<file path="config.mk">
export PLATFORM = sky130hd
export DESIGN_NAME = cmp_reload_timer
export DESIGN_NICKNAME = d
export VERILOG_FILES = /design/src/rtl/cmp_reload_timer.sv
export SDC_FILE = /design/constraint.sdc
export NUM_CORES = 1
export LEC_CHECK = 0
export CORE_UTILIZATION = 54
export DETAILED_ROUTE_END_ITERATION = 16
export PLACE_DENSITY = 0.9
export RECOVER_POWER = 50
export SLEW_MARGIN = 25
export SYNTH_ARGS = -nofsm -noshare
export SYNTH_HDL_FRONTEND = slang
export SYNTH_SLANG_ARGS = --single-unit
export TNS_END_PERCENT = 10
</file>
<file path="constraint.sdc">
create_clock -name clk -period 2.1 [get_ports clk]
set_input_delay 0.525 -clock clk [delete_from_list [all_inputs] [get_ports clk]]
set_output_delay 0.525 -clock clk [all_outputs]
set_load 0.1 [all_outputs]
</file>
<file path="src/rtl/cmp_reload_timer.sv">
module cmp_reload_timer (
  input  logic       clk,
  input  logic       rst_n,
  input  logic       presc_tick,
  input  logic       ext_tick,
  input  logic       bus_we,
  input  logic [1:0] bus_addr,
  input  logic [7:0] bus_wdata,
  output logic [7:0] bus_rdata,
  output logic       irq,
  output logic       evt_out
);
  localparam logic [1:0] A_CTRL = 2'd0, A_STAT = 2'd1, A_CNT = 2'd2, A_CMP = 2'd3;
  localparam logic [7:0] CTRL_MASK = 8'hDF;

  logic [7:0] ctrl_q, cnt_q, cmp_q, shadow_q;
  logic       hold_q, flag_q, evt_q;

  logic tick, hit, fire, wr_ctrl, wr_stat, wr_cnt, wr_cmp;

  assign tick    = ctrl_q[4] ? ext_tick : presc_tick;
  assign hit     = (cnt_q == shadow_q);
  assign fire    = tick & (hold_q | hit);
  assign wr_ctrl = bus_we && bus_addr == A_CTRL;
  assign wr_stat = bus_we && bus_addr == A_STAT;
  assign wr_cnt  = bus_we && bus_addr == A_CNT;
  assign wr_cmp  = bus_we && bus_addr == A_CMP;

  always_ff @(posedge clk or negedge rst_n) begin
    if (!rst_n) begin
      ctrl_q   <= '0;
      cnt_q    <= '0;
      cmp_q    <= 8'hFF;
      shadow_q <= 8'hFF;
      hold_q   <= 1'b0;
      flag_q   <= 1'b0;
      evt_q    <= 1'b0;
    end else begin
      if (wr_ctrl) ctrl_q <= bus_wdata & CTRL_MASK;
      if (wr_cmp)  cmp_q  <= bus_wdata;

      if (wr_cnt)      cnt_q <= bus_wdata;
      else if (fire)   cnt_q <= '0;
      else if (tick)   cnt_q <= cnt_q + 8'd1;

      if (wr_cnt || fire) shadow_q <= cmp_q;

      if (wr_cnt || tick) hold_q <= 1'b0;
      else if (hit)       hold_q <= 1'b1;

      if (fire)                       flag_q <= 1'b1;
      else if (wr_stat && bus_wdata[0]) flag_q <= 1'b0;

      evt_q <= fire;
    end
  end

  always_comb begin
    unique case (bus_addr)
      A_CTRL:  bus_rdata = ctrl_q;
      A_STAT:  bus_rdata = {7'd0, flag_q};
      A_CNT:   bus_rdata = cnt_q;
      default: bus_rdata = cmp_q;
    endcase
  end

  assign irq     = flag_q & ctrl_q[6];
  assign evt_out = evt_q;
endmodule

</file>
==> impl.org, run 1 <==
** Cells and area
- Registers take 873 sq um.
- The top cell types in the final layout, fill and taps aside, are sky130_fd_sc_hd__dfstp_2 (16), sky130_fd_sc_hd__dfrtp_1 (16), sky130_fd_sc_hd__mux2_2 (14).
- Share of layout cells above drive strength 1 :: 41.3%
- Area added between synthesis and finish :: 31.9%
- Total inserted antenna cells :: 0
- Post-layout nets :: 211
- The finished cells cover 2420 sq um.
- Fill cells in the final layout number 203.
- Area used by multi-input combinational logic :: 950 sq um

** Clock tree
- CTS tree :: yes
- CTS Buffer Depth :: 2
- CTS HTree Levels :: 2
- Root buffer cell :: sky130_fd_sc_hd__clkbuf_4
- In this run, CTS created clock tree buffers numbering 5.
- Clock latency on the worst-skew pair :: 350 ps
- After clock tree synthesis, the clock-pin slew on the worst setup and hold paths is 100 ps.
- # clock sinks :: 34
- The number of hold buffers added after CTS was 0.

** Routing
- The routed design has 4.64 mm of wire.
- Count of nets left with antenna violations after detail routing :: 0
- Via count :: 1,454
- Routed met2 length :: 2.42 mm
- Top routing layer in use :: met4
- WL met1 :: 1.84 mm
- For this block, the initial DRC count from the detailed router was 89.
- Pre-Repair DR Iteration Count :: 4
- Drc violations :: 0
- Met3 WL :: 237 microns
- Dividing the detail-routed via count by the number of cells gives 6.06.
- Dividing the detail-routed wire length by the instance count gives 19.3 microns.

** Synth
- FF+latch count, synth :: 34
- Counting every net in the synthesized netlist gives 172.
- Share of the yosys chip area belonging to registers :: 47.4%
- Cell count after synthesis :: 156
- Average size of a mapped cell :: 11.8 sq um
- Synth warn :: 0
- The synthesized netlist contains 37 unique library cells.
- In this run the cell area of the synthesized design comes to 1840 sq um.

** STA
- Hold Violations, Final :: 0
- The max-slew violation total from the final report is 0.
- Subtracting the final worst setup slack from the clock period gives 2060 ps.
- Slew at the pin closest to its max-slew limit :: 827 ps
- Setup violations remaining at the end of the flow were counted as 0.
- Final Cycle Share :: 98.2%
- Final TNS setup :: 0 ps
- For this run, the top clock speed supported by timing is 485 MHz.
- The clock arrives with 8.00 ps of skew.
- The tightest hold path in the finished design has a slack of 514 ps.
- Max-slew headroom at the worst pin :: 44.8%

** Place
- At the end of routability-driven placement, the weighted congestion stood at 0.832.
- Detail Placement HPWL :: 2.94 mm
- Once placement finished, the instance area stood at 2320 sq um.
- Port Buffer Count :: 24

** Floorplanning
- Boundary Pins :: 25
- Effective utilization at floorplan :: 58.3%
- DIE HEIGHT :: 60.3 microns
- Core Region :: 3150 sq um
- Die span in x :: 60.3 microns
- Area enclosed by the die boundary :: 3640 sq um
- The floorplan has 20 rows.

** GRT
- The number of antenna violations at the first check in global routing is 0.
- Remaining Overflow, GRT :: 0
- Entering global routing, the biggest net connects 35 pins.
- Overall fraction of global-route tracks in use :: 28.3%
- The via count of the first global-routing pass came to 1,426.
- Global-route wire length before repair :: 7.25 mm

** Pwr
- PnR Total Power :: 2.95 mW
- Power per cell area :: 1220 nW/um^2
- Summed over all cells, the static leakage comes to 1.02 nW.
- Worst IR Drop VDD :: 0.662 mV

** Setup path
- Data on the critical path is required at its endpoint by 1570 ps.
- In this design, the stage delay of the slowest critical-path cell is 480 ps.
- STA classifies the critical path startpoint as a flip-flop.
- STA classifies the critical path endpoint as an output port.
- Max FO, Critical Path :: 7
- Cell Chain, Critical Path :: mux2_1 > a22o_1 > buf_12
- Among all stages on the critical path, the largest delay is contributed by sky130_fd_sc_hd__dfrtp_1.
- Startpoint-to-endpoint class of the critical path :: reg2out
- Arrival @ worst endpoint :: 1540 ps

** Job
- Number of max-cap violations :: 0

** Min path
- The worst hold path belongs to the class reg2reg.

** Status
- Status :: finished, final reports clean
==> critical path, delay by kind of cell (launching register included) <==
| kind | cells | cell delay (ps) |
|---|---|---|
| flip-flops | 1 | 480 |
| multiplexers | 1 | 310 |
| AO/OA/AOI/OAI | 1 | 220 |
| buffers and inverters | 1 | 170 |
==> cell usage after synthesis (all sizes together) <==
library cell	number	area (sq um)
a22o	6	52.6
nor4	4	37.5
ha	1	12.5
dfstp	16	420
a21o	1	7.51
nand3	2	10.0
nor2	11	41.3
nand4	1	6.26
nor4b	4	35.0
mux4	1	22.5
and3	2	12.5
a31oi	6	37.5
nand3b	2	15.0
dfrtp	18	450
a21oi	2	13.8
nand4b	1	8.76
a221oi	1	8.76
o22ai	1	6.26
a21boi	1	7.51
o21ai	8	51.3
nor3b	4	30.0
nor2b	2	12.5
and2	4	25.0
buf	1	5.00
mux2i	2	20.0
clkbuf	6	22.5
and3b	1	8.76
inv	1	3.75
xor2	8	70.1
nand2	10	37.5
mux2	28	345
==> state kept, by name (all words and copies together) (netlist names) <==
name / cells
flag_q: 1
ctrl_q: 7
cnt_q: 8
shadow_q: 8
hold_q: 1
evt_out: 1
cmp_q: 8
==> kinds of logic (layout without fill, tap and decap cells) <==
kind of cell / after synthesis / count (layout) / synth area share (%)
AO/OA/AOI/OAI: 26 / 26 / 10.1
buffers and inverters: 8 / 48 / 1.70
adder cells (fa/ha/maj): 1 / 1 / 0.681
flip-flops: 34 / 34 / 47.4
AND/OR/NAND/NOR: 48 / 48 / 15.2
XOR/XNOR: 8 / 8 / 3.81
multiplexers: 31 / 31 / 21.1
==> path summary, 6_finish.rpt <==
kind | depth (start not counted) | start | to | slack (ps)
setup reg to reg | 6 | cnt_q[6] | shadow_q[0] | 110
max in group asynchronous | 2 | rst_n | cnt_q[7] | 740
setup / recovery | 3 | cnt_q[2] | bus_rdata[2] | 40
min in group asynchronous | 2 | rst_n | cnt_q[5] | 790
hold reg to reg | 2 | cmp_q[6] | cmp_q[6] | 510
hold / removal | 2 | cmp_q[6] | cmp_q[6] | 510
==> layer usage <==
metal / GRT usage [%] / vias up
met5: 0 / -
met2: 47.4 / 60
li1: - / 659
met1: 35.4 / 718
met3: 6.40 / 17
met4: 11.6 / 0
==> per-stage QoR <==
step,instances,utilization [%],setup WS [ps]
2_1_floorplan,156,-,-235
6_report,240,76.9,37.9
3_3_place_gp,231,73.5,-321
4_1_cts,240,76.9,24.9
5_1_grt,240,76.9,-24.1
3_5_place_dp,231,73.5,-334
==> report_power, final <==
| group | total [mW] | switching, mW | internal, mW |
|---|---|---|---|
| clock | 0.450 | 0.222 | 0.229 |
| combinational | 1.34 | 0.717 | 0.620 |
| sequential | 1.17 | 0.243 | 0.924 |
==> area by class of cell <==
cell class	instances	area share (%)
Clock buffer	8	3.25
Inverter	1	0.155
Multi-Input combinational cell	114	39.2
Sequential cell	34	36.0
Tap cell	44	2.27
Timing Repair Buffer	39	19.1
==> repair_timing <==
action	4_1_cts	5_1_grt
endpoints found under the setup margin	8	2
setup buffers	0	0
pin swaps	2	0
gates resized for setup	8	3
gates cloned	1	0
No activity file was read; power rests on OpenSTA's default activity.
==> run 2: changes to the inputs <==
Settings changed: GPL_TIMING_DRIVEN set to 0.
==> impl.org, run 2 (same netlist as run 1, synthesis figures left out) <==
** Clock tree
- The TritonCTS buffer count was 5 (unchanged).
- Clock-pin slew on the worst setup and hold paths :: 110 ps (about the same)
- # hold bufs at CTS :: 0 (unchanged)
- CTS Buffer Depth :: 2 (unchanged)
- CTS HTree Levels :: 2 (unchanged)
- TritonCTS built the clock tree.
- # clock sinks :: 34 (unchanged)
- Root buffer cell :: sky130_fd_sc_hd__clkbuf_4
- The insertion delay of the later-clocked pin in the worst-skew pair was 330 ps (-20 ps).

** Routing
- The via density per instance was 6.13 (+1.2%).
- Drc violations :: 0 (unchanged)
- The average wire length per cell after detail routing was 18.5 microns (-4.1%).
- Number of DRC violations after detailed-routing iteration 0 :: 87 (-2.2%)
- The overall routed net length came to 4.37 mm (-5.7%).
- The number of detailed-route iterations in the first pass came to 4 (unchanged).
- The total via count in the routed design was 1,447 (-0.48%).
- The number of antenna-violating nets in the routed design was 0 (unchanged).

** Pwr
- The register share of total power is 42.0% (+2.5 points).
- The maximum resistive drop on vdd is 0.703 mV (+6.1%).
- The internal power summed over all cells was 1.61 mW (-9.4%).
- The leakage dissipation is 0.942 nW (-7.9%).
- Proportion of power drawn by combinational gates :: 44.0% (-1.2 points)
- PnR Total Power :: 2.73 mW (-7.7%)
- The part of the power in the clock network was 14.1% (-1.1 points).
- Power per cell area :: 1200 nW/um^2 (-1.8%)
- The net switching power of the design was 1.12 mW (-5.1%).
- Sw Ratio :: 41.1% (+1.1 points)

** Floorplanning
- Boundary Pins :: 25 (unchanged)
- The area of the core is 3150 sq um (unchanged).
- The height of the chip was 60.3 microns (unchanged).
- The chip width was 60.3 microns (unchanged).
- Area enclosed by the die boundary :: 3640 sq um (unchanged)
- Total number of placement rows :: 20 (unchanged)
- The initial core utilization came to 58.3% (unchanged).

** STA
- The setup slack of the critical path after layout is 33.6 ps (-4.31 ps).
- Slew at the pin closest to its max-slew limit :: 1020 ps (+190 ps)
- The post-layout minimum cycle time is 2070 ps (+4.31 ps).
- Max-slew headroom at the worst pin :: 32.2% (-13 points)
- Total setup violations reported at the end of the flow :: 0 (unchanged)
- The highest achievable clock rate is 484 MHz (-0.21%).
- The setup total negative slack came to 0 ps (unchanged).
- The clock skew after layout was 12.2 ps (+4.24 ps).
- Number of max-slew violations in the final report :: 0 (unchanged)
- Hold Violations, Final :: 0 (unchanged)
- The post-route worst hold slack was 263 ps (-251 ps).
- Final Cycle Share :: 98.4% (+0.21 points)

** Cells and area
- The share of cells above drive strength 1 came to 35.4% (-5.9 points).
- Total inserted antenna cells :: 0 (unchanged)
- The top cell types in the final layout, fill and taps aside, are sky130_fd_sc_hd__dfrtp_1 (18), sky130_fd_sc_hd__dfstp_2 (16), sky130_fd_sc_hd__mux2_2 (14).
- Area added between synthesis and finish :: 23.9%
- Most common library cell in the layout ignoring fill and taps :: sky130_fd_sc_hd__dfrtp_1
- The largest registers in the layout are cmp_q: 8 flops, cnt_q: 8 flops, shadow_q: 8 flops.
- The net count reported at finish is 207 (-1.9%).

** Setup path
- Arrival @ worst endpoint :: 1540 ps (about the same)
- STA classifies the critical path endpoint as an output port.
- CP startpoint kind :: primary input
- Required time of the critical path :: 1570 ps (about the same)
- Startpoint-to-endpoint class of the critical path :: in2out
- Max FO, Critical Path :: 5 (-2)

** Place
- The number of buffers added on ports came to 24 (unchanged).
- The weighted congestion reported at the end of routability-driven placement is 0.913 (+9.8%).
- Detail Placement HPWL :: 2.96 mm (+0.75%)
- DP Worst Slack :: -1510 ps (-1180 ps)

** GRT
- The wire length of the first global-routing pass is 6.76 mm (-6.8%).
- The remaining global-route overflow was 0 (unchanged).
- Overall fraction of global-route tracks in use :: 26.3% (-2.0 points)
- Antenna violations before repair :: 0 (unchanged)
- Number of global-route vias before repair :: 1,434 (+0.56%)
- The largest net degree at the start of global routing came to 20 (-43%).

** Status
- The flow ran to the end, and the final reports show no timing, DRC or antenna violations.

** Job
- Number of max-cap violations :: 0 (unchanged)

** Min path
- The path class of the tightest hold or removal check is in2async.
-- run 2: worst paths after layout --
check                                    end  slack (ps)  cells after the start   startpoint
worst max-delay path            bus_rdata[3]          30                      5  bus_addr[0]
worst min-delay path               ctrl_q[2]         260                      1        rst_n
worst max register to register   shadow_q[3]          90                      6     cnt_q[6]
worst min register to register      cmp_q[6]         510                      2     cmp_q[6]
max in group asynchronous             flag_q         440                      2        rst_n
min in group clk                    cmp_q[6]         510                      2     cmp_q[6]
-- run 2: stage by stage --
| step | instance area, sq um | utilization (%) | std cells |
|---|---|---|---|
| finish | 2280 | 72.2 | 236 |
| global route | 2280 | 72.2 | 236 |
| CTS | 2270 | 72.1 | 234 |
| detailed placement | 2160 | 68.6 | 225 |
| global placement | 2140 | 67.9 | 224 |
| floorplan | 1850 | - | 156 |
-- run 2: routing by layer --
layer | track usage, % | share of wire, % | up-vias
li1 | - | - | 640
met1 | 33.3 | 39 | 727
met2 | 43.8 | 51 | 63
met3 | 4.90 | 7.3 | 17
met4 | 12.0 | 2.8 | 0
met5 | 0 | 0 | -
-- run 2: power groups by stage --
| stage | logic (mW) | registers [mW] | clock network (mW) |
|---|---|---|---|
| 6_report | 1.20 | 1.14 | 0.384 |
| 2_1_floorplan | 0.945 | 1.08 | 0 |
| 3_5_place_dp | 1.16 | 1.15 | 0 |
| 5_1_grt | 1.28 | 1.17 | 0.426 |
| 4_1_cts | 1.20 | 1.14 | 0.379 |
| 3_3_place_gp | 1.13 | 1.12 | 0 |
-- run 2: area by class of cell --
class	count	area [sq um]
Clock inverter	1	5.00
Clock buffer	7	55.1
Fill cell	230	876
Multi-Input combinational cell	114	951
Buffer	7	47.5
Inverter	1	3.75
Timing Repair Buffer	28	289
Sequential cell	34	871
Tap cell	44	55.1
-- run 2: critical path, stage by stage --
cell                       delay, ps
sky130_fd_sc_hd__buf_4           120
sky130_fd_sc_hd__clkbuf_8        170
sky130_fd_sc_hd__mux2_1          320
sky130_fd_sc_hd__a22o_1          180
sky130_fd_sc_hd__buf_4           230
-- run 2: repair_timing --
| item | CTS | global route |
|---|---|---|
| endpoints found under the setup margin | 25 | 10 |
| resized for setup | 75 | 2 |
| buffers inserted | 0 | 2 |
| pin swaps | 2 | 1 |
| endpoints found under the hold margin | 0 | 0 |
| cloned | 1 | 0 |
